`src/rtl/owt_pkg.sv`:
```
`timescale 1ns/1ps
package owt_pkg;
  localparam int unsigned MAP_REG_W = 16;
  localparam int unsigned IO_REG_W  = 16;
  localparam logic [2:0]  CYC_IO    = 3'd1;

  // Size code clamped to the largest legal code.
  function automatic int unsigned clamp_code(input logic [3:0] code,
                                             input int unsigned max_code);
    int unsigned c;
    c = {28'd0, code};
    return (c > max_code) ? max_code : c;
  endfunction

  // Mask of the offset bits below a size boundary at bit position sh.
  function automatic logic [63:0] offset_mask(input int unsigned sh);
    if (sh >= 64) return '1;
    return (64'd1 << sh) - 64'd1;
  endfunction
endpackage

```
`src/rtl/owt_regs.sv`:
```
`timescale 1ns/1ps
module owt_regs
  import owt_pkg::*;
#(
  parameter int ADDR_W  = 32,
  parameter int NUM_MEM = 2,
  parameter int SEL_W   = 3
) (
  input  logic                                 clk,
  input  logic                                 rst_n,
  input  logic                                 wr_en,
  input  logic [SEL_W-1:0]                     wr_sel,
  input  logic [ADDR_W-1:0]                    wr_data,
  output logic [NUM_MEM-1:0][ADDR_W-1:0]       base_mem_q,
  output logic [NUM_MEM-1:0][MAP_REG_W-1:0]    map_mem_q,
  output logic [IO_REG_W-1:0]                  base_io_q,
  output logic [IO_REG_W-1:0]                  map_io_q
);
  localparam int IO_BASE_SEL = 2 * NUM_MEM;
  localparam int IO_MAP_SEL  = 2 * NUM_MEM + 1;

  for (genvar i = 0; i < NUM_MEM; i++) begin : g_mem_regs
    always_ff @(posedge clk or negedge rst_n) begin
      if (!rst_n) begin
        base_mem_q[i] <= '0;
        map_mem_q[i]  <= '0;
      end else if (wr_en) begin
        if (wr_sel == SEL_W'(2 * i))     base_mem_q[i] <= wr_data;
        if (wr_sel == SEL_W'(2 * i + 1)) map_mem_q[i]  <= wr_data[MAP_REG_W-1:0];
      end
    end
  end

  always_ff @(posedge clk or negedge rst_n) begin
    if (!rst_n) begin
      base_io_q <= '0;
      map_io_q  <= '0;
    end else if (wr_en) begin
      if (wr_sel == SEL_W'(IO_BASE_SEL)) base_io_q <= wr_data[IO_REG_W-1:0];
      if (wr_sel == SEL_W'(IO_MAP_SEL))  map_io_q  <= wr_data[IO_REG_W-1:0];
    end
  end
endmodule

```
`src/rtl/owt_mem_win.sv`:
```
`timescale 1ns/1ps
module owt_mem_win
  import owt_pkg::*;
#(
  parameter int ADDR_W    = 32,
  parameter int MIN_SHIFT = 20,
  parameter int MAX_CODE  = 11,
  parameter int MAP_LSB   = 4
) (
  input  logic [ADDR_W-1:0]    base_q,
  input  logic [MAP_REG_W-1:0] map_q,
  input  logic [ADDR_W-1:0]    lb_addr,
  output logic                 hit,
  output logic [ADDR_W-1:0]    addr,
  output logic [2:0]           cyc,
  output logic                 pf
);
  localparam int FIELD_W = ADDR_W - MIN_SHIFT;

  int unsigned       shift_amt;
  logic [63:0]       mask_wide;
  logic [ADDR_W-1:0] keep_low;
  logic [ADDR_W-1:0] map_full;
  logic [ADDR_W-1:0] raw_addr;

  always_comb begin
    shift_amt = MIN_SHIFT + clamp_code(base_q[7:4], MAX_CODE);
    mask_wide = offset_mask(shift_amt);
    keep_low  = mask_wide[ADDR_W-1:0];
    map_full  = {map_q[MAP_LSB +: FIELD_W], {MIN_SHIFT{1'b0}}};
    hit       = base_q[0] && ((lb_addr & ~keep_low) == (base_q & ~keep_low));
    raw_addr  = (map_full & ~keep_low) | (lb_addr & keep_low);
    addr      = {raw_addr[ADDR_W-1:2], map_q[0] ? lb_addr[1:0] : 2'b00};
    cyc       = map_q[3:1];
    pf        = base_q[3];
  end

  logic unused_base_bits;
  assign unused_base_bits = ^{base_q[MIN_SHIFT-1:8], base_q[2:1], mask_wide[63:ADDR_W]};
endmodule

```
`src/rtl/owt_io_win.sv`:
```
`timescale 1ns/1ps
module owt_io_win
  import owt_pkg::*;
#(
  parameter int ADDR_W   = 32,
  parameter int IO_SHIFT = 24
) (
  input  logic [IO_REG_W-1:0] base_q,
  input  logic [IO_REG_W-1:0] map_q,
  input  logic [ADDR_W-1:0]   lb_addr,
  output logic                hit,
  output logic [ADDR_W-1:0]   addr,
  output logic [2:0]          cyc,
  output logic                pf
);
  localparam int FIELD_W = ADDR_W - IO_SHIFT;

  always_comb begin
    hit  = base_q[0] &&
           (lb_addr[ADDR_W-1 -: FIELD_W] == base_q[IO_REG_W-1 -: FIELD_W]);
    addr = {map_q[IO_REG_W-1 -: FIELD_W], lb_addr[IO_SHIFT-1:0]};
    cyc  = CYC_IO;
    pf   = 1'b0;
  end

  logic unused_io_bits;
  assign unused_io_bits = ^{base_q[IO_REG_W-FIELD_W-1:1], map_q[IO_REG_W-FIELD_W-1:0]};
endmodule

```
`src/rtl/owt_prio.sv`:
```
`timescale 1ns/1ps
module owt_prio #(
  parameter int ADDR_W  = 32,
  parameter int NUM_WIN = 3
) (
  input  logic [NUM_WIN-1:0]             hit_vec,
  input  logic [NUM_WIN-1:0][ADDR_W-1:0] win_addr,
  input  logic [NUM_WIN-1:0][2:0]        win_cyc,
  input  logic [NUM_WIN-1:0]             win_pf,
  output logic [NUM_WIN-1:0]             sel_vec,
  output logic [ADDR_W-1:0]              out_addr,
  output logic [2:0]                     out_cyc,
  output logic                           out_pf,
  output logic                           out_miss
);
  logic taken;

  always_comb begin
    taken   = 1'b0;
    sel_vec = '0;
    for (int i = 0; i < NUM_WIN; i++) begin
      if (hit_vec[i] && !taken) begin
        sel_vec[i] = 1'b1;
        taken      = 1'b1;
      end
    end
    out_addr = '0;
    out_cyc  = '0;
    out_pf   = 1'b0;
    for (int i = 0; i < NUM_WIN; i++) begin
      out_addr = out_addr | (win_addr[i] & {ADDR_W{sel_vec[i]}});
      out_cyc  = out_cyc  | (win_cyc[i]  & {3{sel_vec[i]}});
      out_pf   = out_pf   | (win_pf[i] & sel_vec[i]);
    end
    out_miss = !taken;
  end
endmodule

```
`src/rtl/owt_xlate.sv`:
```
`timescale 1ns/1ps
module owt_xlate
  import owt_pkg::*;
#(
  parameter int ADDR_W    = 32,
  parameter int NUM_MEM   = 2,
  parameter int MIN_SHIFT = 20,
  parameter int MAX_CODE  = 11,
  parameter int IO_SHIFT  = 24,
  localparam int NUM_WIN  = NUM_MEM + 1,
  localparam int SEL_W    = $clog2(2 * NUM_WIN)
) (
  input  logic              clk,
  input  logic              rst_n,
  input  logic              wr_en,
  input  logic [SEL_W-1:0]  wr_sel,
  input  logic [ADDR_W-1:0] wr_data,
  input  logic [ADDR_W-1:0] lb_addr,
  output logic [ADDR_W-1:0] pci_addr,
  output logic [2:0]        cyc_type,
  output logic              prefetch,
  output logic              miss
);
  logic [NUM_MEM-1:0][ADDR_W-1:0]    base_mem_q;
  logic [NUM_MEM-1:0][MAP_REG_W-1:0] map_mem_q;
  logic [IO_REG_W-1:0]               base_io_q;
  logic [IO_REG_W-1:0]               map_io_q;

  logic [NUM_WIN-1:0]             hit_vec;
  logic [NUM_WIN-1:0]             sel_vec;
  logic [NUM_WIN-1:0][ADDR_W-1:0] win_addr;
  logic [NUM_WIN-1:0][2:0]        win_cyc;
  logic [NUM_WIN-1:0]             win_pf;

  owt_regs #(.ADDR_W(ADDR_W), .NUM_MEM(NUM_MEM), .SEL_W(SEL_W)) u_regs (
    .clk        (clk),
    .rst_n      (rst_n),
    .wr_en      (wr_en),
    .wr_sel     (wr_sel),
    .wr_data    (wr_data),
    .base_mem_q (base_mem_q),
    .map_mem_q  (map_mem_q),
    .base_io_q  (base_io_q),
    .map_io_q   (map_io_q)
  );

  for (genvar i = 0; i < NUM_MEM; i++) begin : g_mem_win
    owt_mem_win #(.ADDR_W(ADDR_W), .MIN_SHIFT(MIN_SHIFT), .MAX_CODE(MAX_CODE)) u_win (
      .base_q  (base_mem_q[i]),
      .map_q   (map_mem_q[i]),
      .lb_addr (lb_addr),
      .hit     (hit_vec[i]),
      .addr    (win_addr[i]),
      .cyc     (win_cyc[i]),
      .pf      (win_pf[i])
    );
  end

  owt_io_win #(.ADDR_W(ADDR_W), .IO_SHIFT(IO_SHIFT)) u_io_win (
    .base_q  (base_io_q),
    .map_q   (map_io_q),
    .lb_addr (lb_addr),
    .hit     (hit_vec[NUM_WIN-1]),
    .addr    (win_addr[NUM_WIN-1]),
    .cyc     (win_cyc[NUM_WIN-1]),
    .pf      (win_pf[NUM_WIN-1])
  );

  owt_prio #(.ADDR_W(ADDR_W), .NUM_WIN(NUM_WIN)) u_prio (
    .hit_vec  (hit_vec),
    .win_addr (win_addr),
    .win_cyc  (win_cyc),
    .win_pf   (win_pf),
    .sel_vec  (sel_vec),
    .out_addr (pci_addr),
    .out_cyc  (cyc_type),
    .out_pf   (prefetch),
    .out_miss (miss)
  );
endmodule

```
`config.mk`:
```
export PLATFORM = sky130hd
export DESIGN_NAME = owt_xlate
export DESIGN_NICKNAME = d
export VERILOG_FILES = /design/src/rtl/owt_pkg.sv /design/src/rtl/owt_regs.sv /design/src/rtl/owt_mem_win.sv /design/src/rtl/owt_io_win.sv /design/src/rtl/owt_prio.sv /design/src/rtl/owt_xlate.sv
export SDC_FILE = /design/constraint.sdc
export NUM_CORES = 1
export LEC_CHECK = 0
export BUFFER_PORTS_ARGS = -buffer_cell sky130_fd_sc_hd__buf_2
export CORE_MARGIN = 4
export CORE_UTILIZATION = 60
export CTS_BUF_LIST = sky130_fd_sc_hd__clkbuf_8
export CTS_CLUSTER_DIAMETER = 120
export CTS_CLUSTER_SIZE = 24
export DETAILED_ROUTE_END_ITERATION = 6
export PLACE_DENSITY = 0.81
export SYNTH_ARGS = -nofsm -noshare
export SYNTH_HDL_FRONTEND = slang
export SYNTH_HIERARCHICAL = 1
export SYNTH_SLANG_ARGS = --single-unit
```
`constraint.sdc`:
```
create_clock -name clk -period 2.97 [get_ports clk]
set_clock_uncertainty 0.2 [all_clocks]
set_input_delay 0.1485 -clock clk [delete_from_list [all_inputs] [get_ports clk]]
set_output_delay 0.1485 -clock clk [all_outputs]
set_load 0.005 [all_outputs]
```
# Word-level counts from Yosys, hierarchy flattened
# Cells that the tools add are included.
dict set report word_totals {
  mem_bits_rw 0
  n_memories 0
  inputBits 70
  latch_bits 0
  register_bits 128
  mem_bits_ro 0
}
dict set report op_classes {
  mul 0
  n_eq_ne 8
  magnitude_cmp 4
  addsub 4
  n_div 0
  shifts 2
  muxes 15
  reduce_logical 15
  n_bitwise 24
}
# cell count
set ops {}
lappend ops {{32-bit AND} 11}
lappend ops {{32-bit two-way mux} 4}
lappend ops {{32-bit bitwise OR} 4}
lappend ops {{5-bit by 32-bit adder with 32-bit output, first input constant} 2}
lappend ops {{32-bit equality test} 2}
lappend ops {{32-bit by 7-bit >= comparator with 1-bit output, second input constant} 2}
lappend ops {{32-bit NOT} 2}
lappend ops {{1-bit by 32-bit << shifter with 32-bit output, first input constant} 2}
lappend ops {{32-bit by 1-bit subtractor with 32-bit output, second input constant} 2}
lappend ops {{2-bit AND reduction} 6}
lappend ops {{8-bit equality test} 1}
lappend ops {{4-bit > comparator, second input constant} 2}
lappend ops {{4-bit two-way mux} 2}
lappend ops {{1-bit two-way mux} 7}
lappend ops {{3-bit AND} 2}
lappend ops {{3-bit by 2-bit equality test with 1-bit output, second input constant} 2}
lappend ops {{3-bit equality test, second input constant} 2}
lappend ops {{1-bit logical AND} 5}
lappend ops {{2-bit two-way mux} 2}
lappend ops {{3-bit by 1-bit equality test with 1-bit output, second input constant} 1}
lappend ops {{1-bit zero test} 3}
lappend ops {{3-bit zero test} 1}
lappend ops {{3-bit by 1-bit bitwise OR with 3-bit output} 1}
lappend ops {{3-bit bitwise OR} 1}
lappend ops {{other kinds (2)} 3}

# Logic depth before layout (Yosys ltp)
dict set report logic_depth {
  ltp_word 19
  depth_mapped 11
  mapped_depth_nobuf 8
}

# Cells and area by module
# The synthesis kept the hierarchy.
# mod instances cells_each area_each_um2
set modules_own_cells {}
lappend modules_own_cells {owt_regs 1 276 4873.4}
lappend modules_own_cells {owt_prio 1 168 1114.8}
lappend modules_own_cells {{owt_mem_win (g_mem_win[1].u_win)} 1 102 732.0}
lappend modules_own_cells {{owt_mem_win (g_mem_win[0].u_win)} 1 99 709.4}
lappend modules_own_cells {owt_io_win 1 50 372.9}

# Least setup slack after synthesis
# No wires, ideal clock.
dict set report synth_timing {
  path_kind {reg2out}
  startpoint {reg u_regs/base_mem_q[39] in the netlist's numbering}
  endpoint {out pci_addr[2]}
  arrival_ps 2004
  setup_slack_ps 618
  n_path_buf 3
  stages_incl_launch_ff 10
  path_cell_list {dfrtp_1 > buf_4 > o21ai_0 > a222oi_1 > o211ai_1 > nor4_2 > buf_6 > buf_6 > a21oi_1 > a21oi_1}
}
dict set report synth_between {
  elab_chain_cells 17
  word_cells_on_any_way 26
  cone_classes {2 x add/sub; 2 x order compare; 1 x eq/ne; 1 x shift; 6 x mux; 10 x bitwise; 4 x reduce/logical}
}
# element line_no
set synth_rtl {}
lappend synth_rtl {{start: declaration} owt_regs.sv:14} ;# output logic [NUM_MEM-1:0][ADDR_W-1:0] base_mem_q,
lappend synth_rtl {{start signal: indexed assignment} owt_regs.sv:28} ;# if (wr_sel == SEL_W'(2 * i)) base_mem_q[i] <= wr_data;
lappend synth_rtl {{4-bit > comparator} owt_pkg.sv:12} ;# return (c > max_code) ? max_code : c;
lappend synth_rtl {{4-bit two-way mux} owt_pkg.sv:12}
lappend synth_rtl {{5-bit by 32-bit adder with 32-bit output} owt_mem_win.sv:27} ;# shift_amt = MIN_SHIFT + clamp_code(base_q[7:4], MAX_CODE);
lappend synth_rtl {{1-bit by 32-bit << shifter with 32-bit output / 32-bit by 7-bit >= comparator with 1-bit output (equally long branches)} {owt_pkg.sv:18, owt_pkg.sv:17}}
lappend synth_rtl {{32-bit by 1-bit subtractor with 32-bit output / 1-bit two-way mux (equally long branches)} {owt_pkg.sv:18, owt_pkg.sv:17}}
lappend synth_rtl {{32-bit two-way mux} owt_pkg.sv:18} ;# return (64'd1 << sh) - 64'd1;
lappend synth_rtl {{32-bit NOT} owt_mem_win.sv:31} ;# hit = base_q[0] && ((lb_addr & ~keep_low) == (base_q & ~keep_low));
lappend synth_rtl {{32-bit AND} owt_mem_win.sv:31}
lappend synth_rtl {{[2 not listed]} -}
lappend synth_rtl {{via hit_vec[1]} owt_xlate.sv:29} ;# logic [NUM_WIN-1:0] hit_vec;
lappend synth_rtl {{1-bit logical AND (*)} owt_prio.sv:22} ;# if (hit_vec[i] && !taken) begin
lappend synth_rtl {{1-bit two-way mux} owt_prio.sv:22}
lappend synth_rtl {{1-bit zero test} owt_prio.sv:22}
lappend synth_rtl {{1-bit logical AND} owt_prio.sv:22}
lappend synth_rtl {{1-bit two-way mux} owt_prio.sv:22}
lappend synth_rtl {{32-bit AND} owt_prio.sv:31} ;# out_addr = out_addr | (win_addr[i] & {ADDR_W{sel_vec[i]}});
lappend synth_rtl {{32-bit bitwise OR (*)} owt_prio.sv:31}
lappend synth_rtl {{end: declaration} owt_xlate.sv:19} ;# output logic [ADDR_W-1:0] pci_addr,
# The timed path passes the listed nets; every way through them passes the cells marked *.

# Worst setup path after layout
dict set report layout_timing {
  startpoint {reg u_regs/base_mem_q[5] in the netlist's numbering}
  endpoint {out pci_addr[21]}
}
dict set report layout_between {
  elab_chain_cells 19
  word_cells_on_any_way 29
  cone_classes {2 x add/sub; 2 x order compare; 1 x eq/ne; 1 x shift; 7 x mux; 11 x bitwise; 5 x reduce/logical}
}
# element line_no
set layout_rtl {}
lappend layout_rtl {{4-bit > comparator} owt_pkg.sv:12}
lappend layout_rtl {{4-bit two-way mux} owt_pkg.sv:12}
lappend layout_rtl {{5-bit by 32-bit adder with 32-bit output} owt_mem_win.sv:27}
lappend layout_rtl {{1-bit by 32-bit << shifter with 32-bit output / 32-bit by 7-bit >= comparator with 1-bit output (equally long branches)} {owt_pkg.sv:18, owt_pkg.sv:17}}
lappend layout_rtl {{32-bit by 1-bit subtractor with 32-bit output / 1-bit two-way mux (equally long branches)} {owt_pkg.sv:18, owt_pkg.sv:17}}
lappend layout_rtl {{32-bit two-way mux} owt_pkg.sv:18}
lappend layout_rtl {{32-bit NOT} owt_mem_win.sv:31}
lappend layout_rtl {{32-bit AND} owt_mem_win.sv:31}
lappend layout_rtl {{[2 not listed]} -}
lappend layout_rtl {{via hit_vec[0]} owt_xlate.sv:29}
lappend layout_rtl {{[1 not listed]} -}
lappend layout_rtl {{1-bit zero test} owt_prio.sv:22}
lappend layout_rtl {{1-bit logical AND} owt_prio.sv:22}
lappend layout_rtl {{1-bit two-way mux} owt_prio.sv:22}
lappend layout_rtl {{1-bit zero test} owt_prio.sv:22}
lappend layout_rtl {{1-bit logical AND} owt_prio.sv:22}
lappend layout_rtl {{1-bit two-way mux} owt_prio.sv:22}
lappend layout_rtl {{32-bit AND} owt_prio.sv:31}
lappend layout_rtl {{32-bit bitwise OR (*)} owt_prio.sv:31}
# Marked as above.

==> flow_summary.ini <==
[run_status]
status = finished with violations
violations = setup timing

[timing]
max_slew_margin_pct = 46.7
min_period_ns = 3.14
worstMarginPinSlew_ns = 0.797
rsz0062_at_grt = true
finalHoldViolCount = 0
post-route-period-util_pct = 106
setup_viol = 37
fin_setup_tns_ns = -4.00
drv_slew = 0
fin_ws_ns = -0.171
fmax_mhz = 318
whs_ns = 0.168

[worst_setup_path]
crit_chain = or2_2, o21ai_0, a21oi_1, nand2_1, nor4_4, buf_6, buf_12, nor2b_1, a21oi_1, buf_2
crit_required_ns = 2.62
criticalPathCategory = reg2out
cp-start-kind = flip-flop
crit_fanout = 8
critPathCaptureType = output port
cp_common_cell = a21oi_1
ff2ff_path_depth = 2
slowest_delay_ns = 0.50
cp_slowest_cell = dfrtp_2
worst_ep_arrival_time_ns = 2.79

[floorplan]
rows = 38
die_area_um2 = 13100
die_x_um = 114
ioPinCount = 107
coreArea_um2 = 11000
initial_core_util_pct = 61.9
fp.dieH_um = 114

[finish]
nNetsFinal = 809
fin_area_um2 = 8190
drive_gt1_share_pct = 46.9
final_util_pct = 74.5
layout_common_cells = mux2_2, buf_2, dfrtp_1
syn2layout_area_growth_pct = 20.5
mostFrequentLayoutCell = mux2_2
diodes = 0

[synthesis]
yosysWarnings = 6
netlist_area_um2 = 6800
synthCells = 638
synth_area_per_cell_um2 = 10.7

[placed_design]
post_dp_cell_area_um2 = 6910
preCtsSetupSlack_ns = 0.235
gp_congestion = 0.889
io_buffers = 104
dp_hpwl_um = 10800

[global_route]
grt_pass1_wl_um = 25500
antenna_found_initial = 0
grt_max_degree = 62
grt_pass1_vias = 5126
grt_usage_pct = 24.7
grt_overflow = 0

[cts]
root_buffer = clkbuf_8
cts_buffer_depth = 2
htree_levels = 3
tritoncts = done
cts_buffers = 9
cts.sinks = 101
cts.clk_slew.worst_paths_ns = 0.10
clock_latency_ns = 0.39

[detailed_routing]
vias_per_cell = 6.10
routed_wl_um = 19500
drc = 0
drt_iter0_drc = 421
wl_per_cell_um = 22.1
dr_total_vias = 5379
ant_nets = 0
dr.pass1.iters = 5

[pwr]
irDropWorstVdd_mv = 0.328
p_per_area_nw_per_um2 = 499
p_leak_nw = 3.52

[flow_run]
drv_cap = 0

[hold_path]
hold_class = in2async
==> critical path, delay by kind of cell (launching register included) <==
| family | cells | cell delay, ns |
|---|---|---|
| AOI/OAI and AO/OA | 3 | 0.78 |
| and+or+nand+nor | 4 | 0.66 |
| DFF | 1 | 0.50 |
| buffers and inverters | 3 | 0.45 |
==> state kept, by name, indices dropped and copies added, names as in the netlist <==
signal	count
u_regs/map_io_q	8
u_regs/map_mem_q	32
u_regs/base_io_q	9
u_regs/base_mem_q	52
==> path summary, 6_finish.rpt <==
path                                       from                    to  slack (ns)
max                        u_regs/base_mem_q[5]          pci_addr[21]       -0.17
min                                       rst_n    u_regs/map_io_q[9]        0.17
max reg2reg                u_regs/base_mem_q[7]  u_regs/base_mem_q[7]        1.69
min reg2reg                 u_regs/map_mem_q[1]   u_regs/map_mem_q[1]        0.32
max in group asynchronous                 rst_n  u_regs/base_mem_q[4]        1.70
min in group clk                          wr_en    u_regs/map_io_q[8]        0.19
==> through the flow <==
stage	cells	power [mW]
floorplan	642	2.71
global placement	794	2.86
detailed placement	794	2.93
CTS	850	3.85
global route	882	4.25
finish	882	4.09
==> metal layers <==
layer | share of wire (%) | track usage, % | up-vias | routed length (um)
met5 | 0 | 0 | - | 0
met4 | 3.5 | 8.79 | 0 | 677
met3 | 8.4 | 3.49 | 67 | 1640
met2 | 49 | 42.2 | 304 | 9470
met1 | 39 | 32.0 | 2646 | 7680
li1 | - | - | 2362 | -
==> final cells by class <==
type,count,area [um2]
Multi-Input combinational cell,432,3730
Fill cell,678,2800
Sequential cell,101,2530
Timing Repair Buffer,192,1550
Tap cell,140,175
Clock buffer,9,124
Clock inverter,7,65.1
Inverter,1,3.75
==> repair_timing <==
| item | in CTS | in global routing |
|---|---|---|
| pin swaps | 8 | 11 |
| endpoints found under the hold margin | 161 | 0 |
| cloned | 1 | 12 |
| endpoints found under the setup margin | 37 | 37 |
| hold buffers | 31 | 0 |
| resized for setup | 13 | 54 |
| setup buffers | 8 | 20 |
==> report_power, final <==
part | switching, mW | internal (mW)
Sequential | 0.237 | 1.68
Combinational | 0.604 | 0.699
Clock | 0.540 | 0.327
Total | 1.38 | 2.71
No activity file was read; power rests on OpenSTA's default activity.
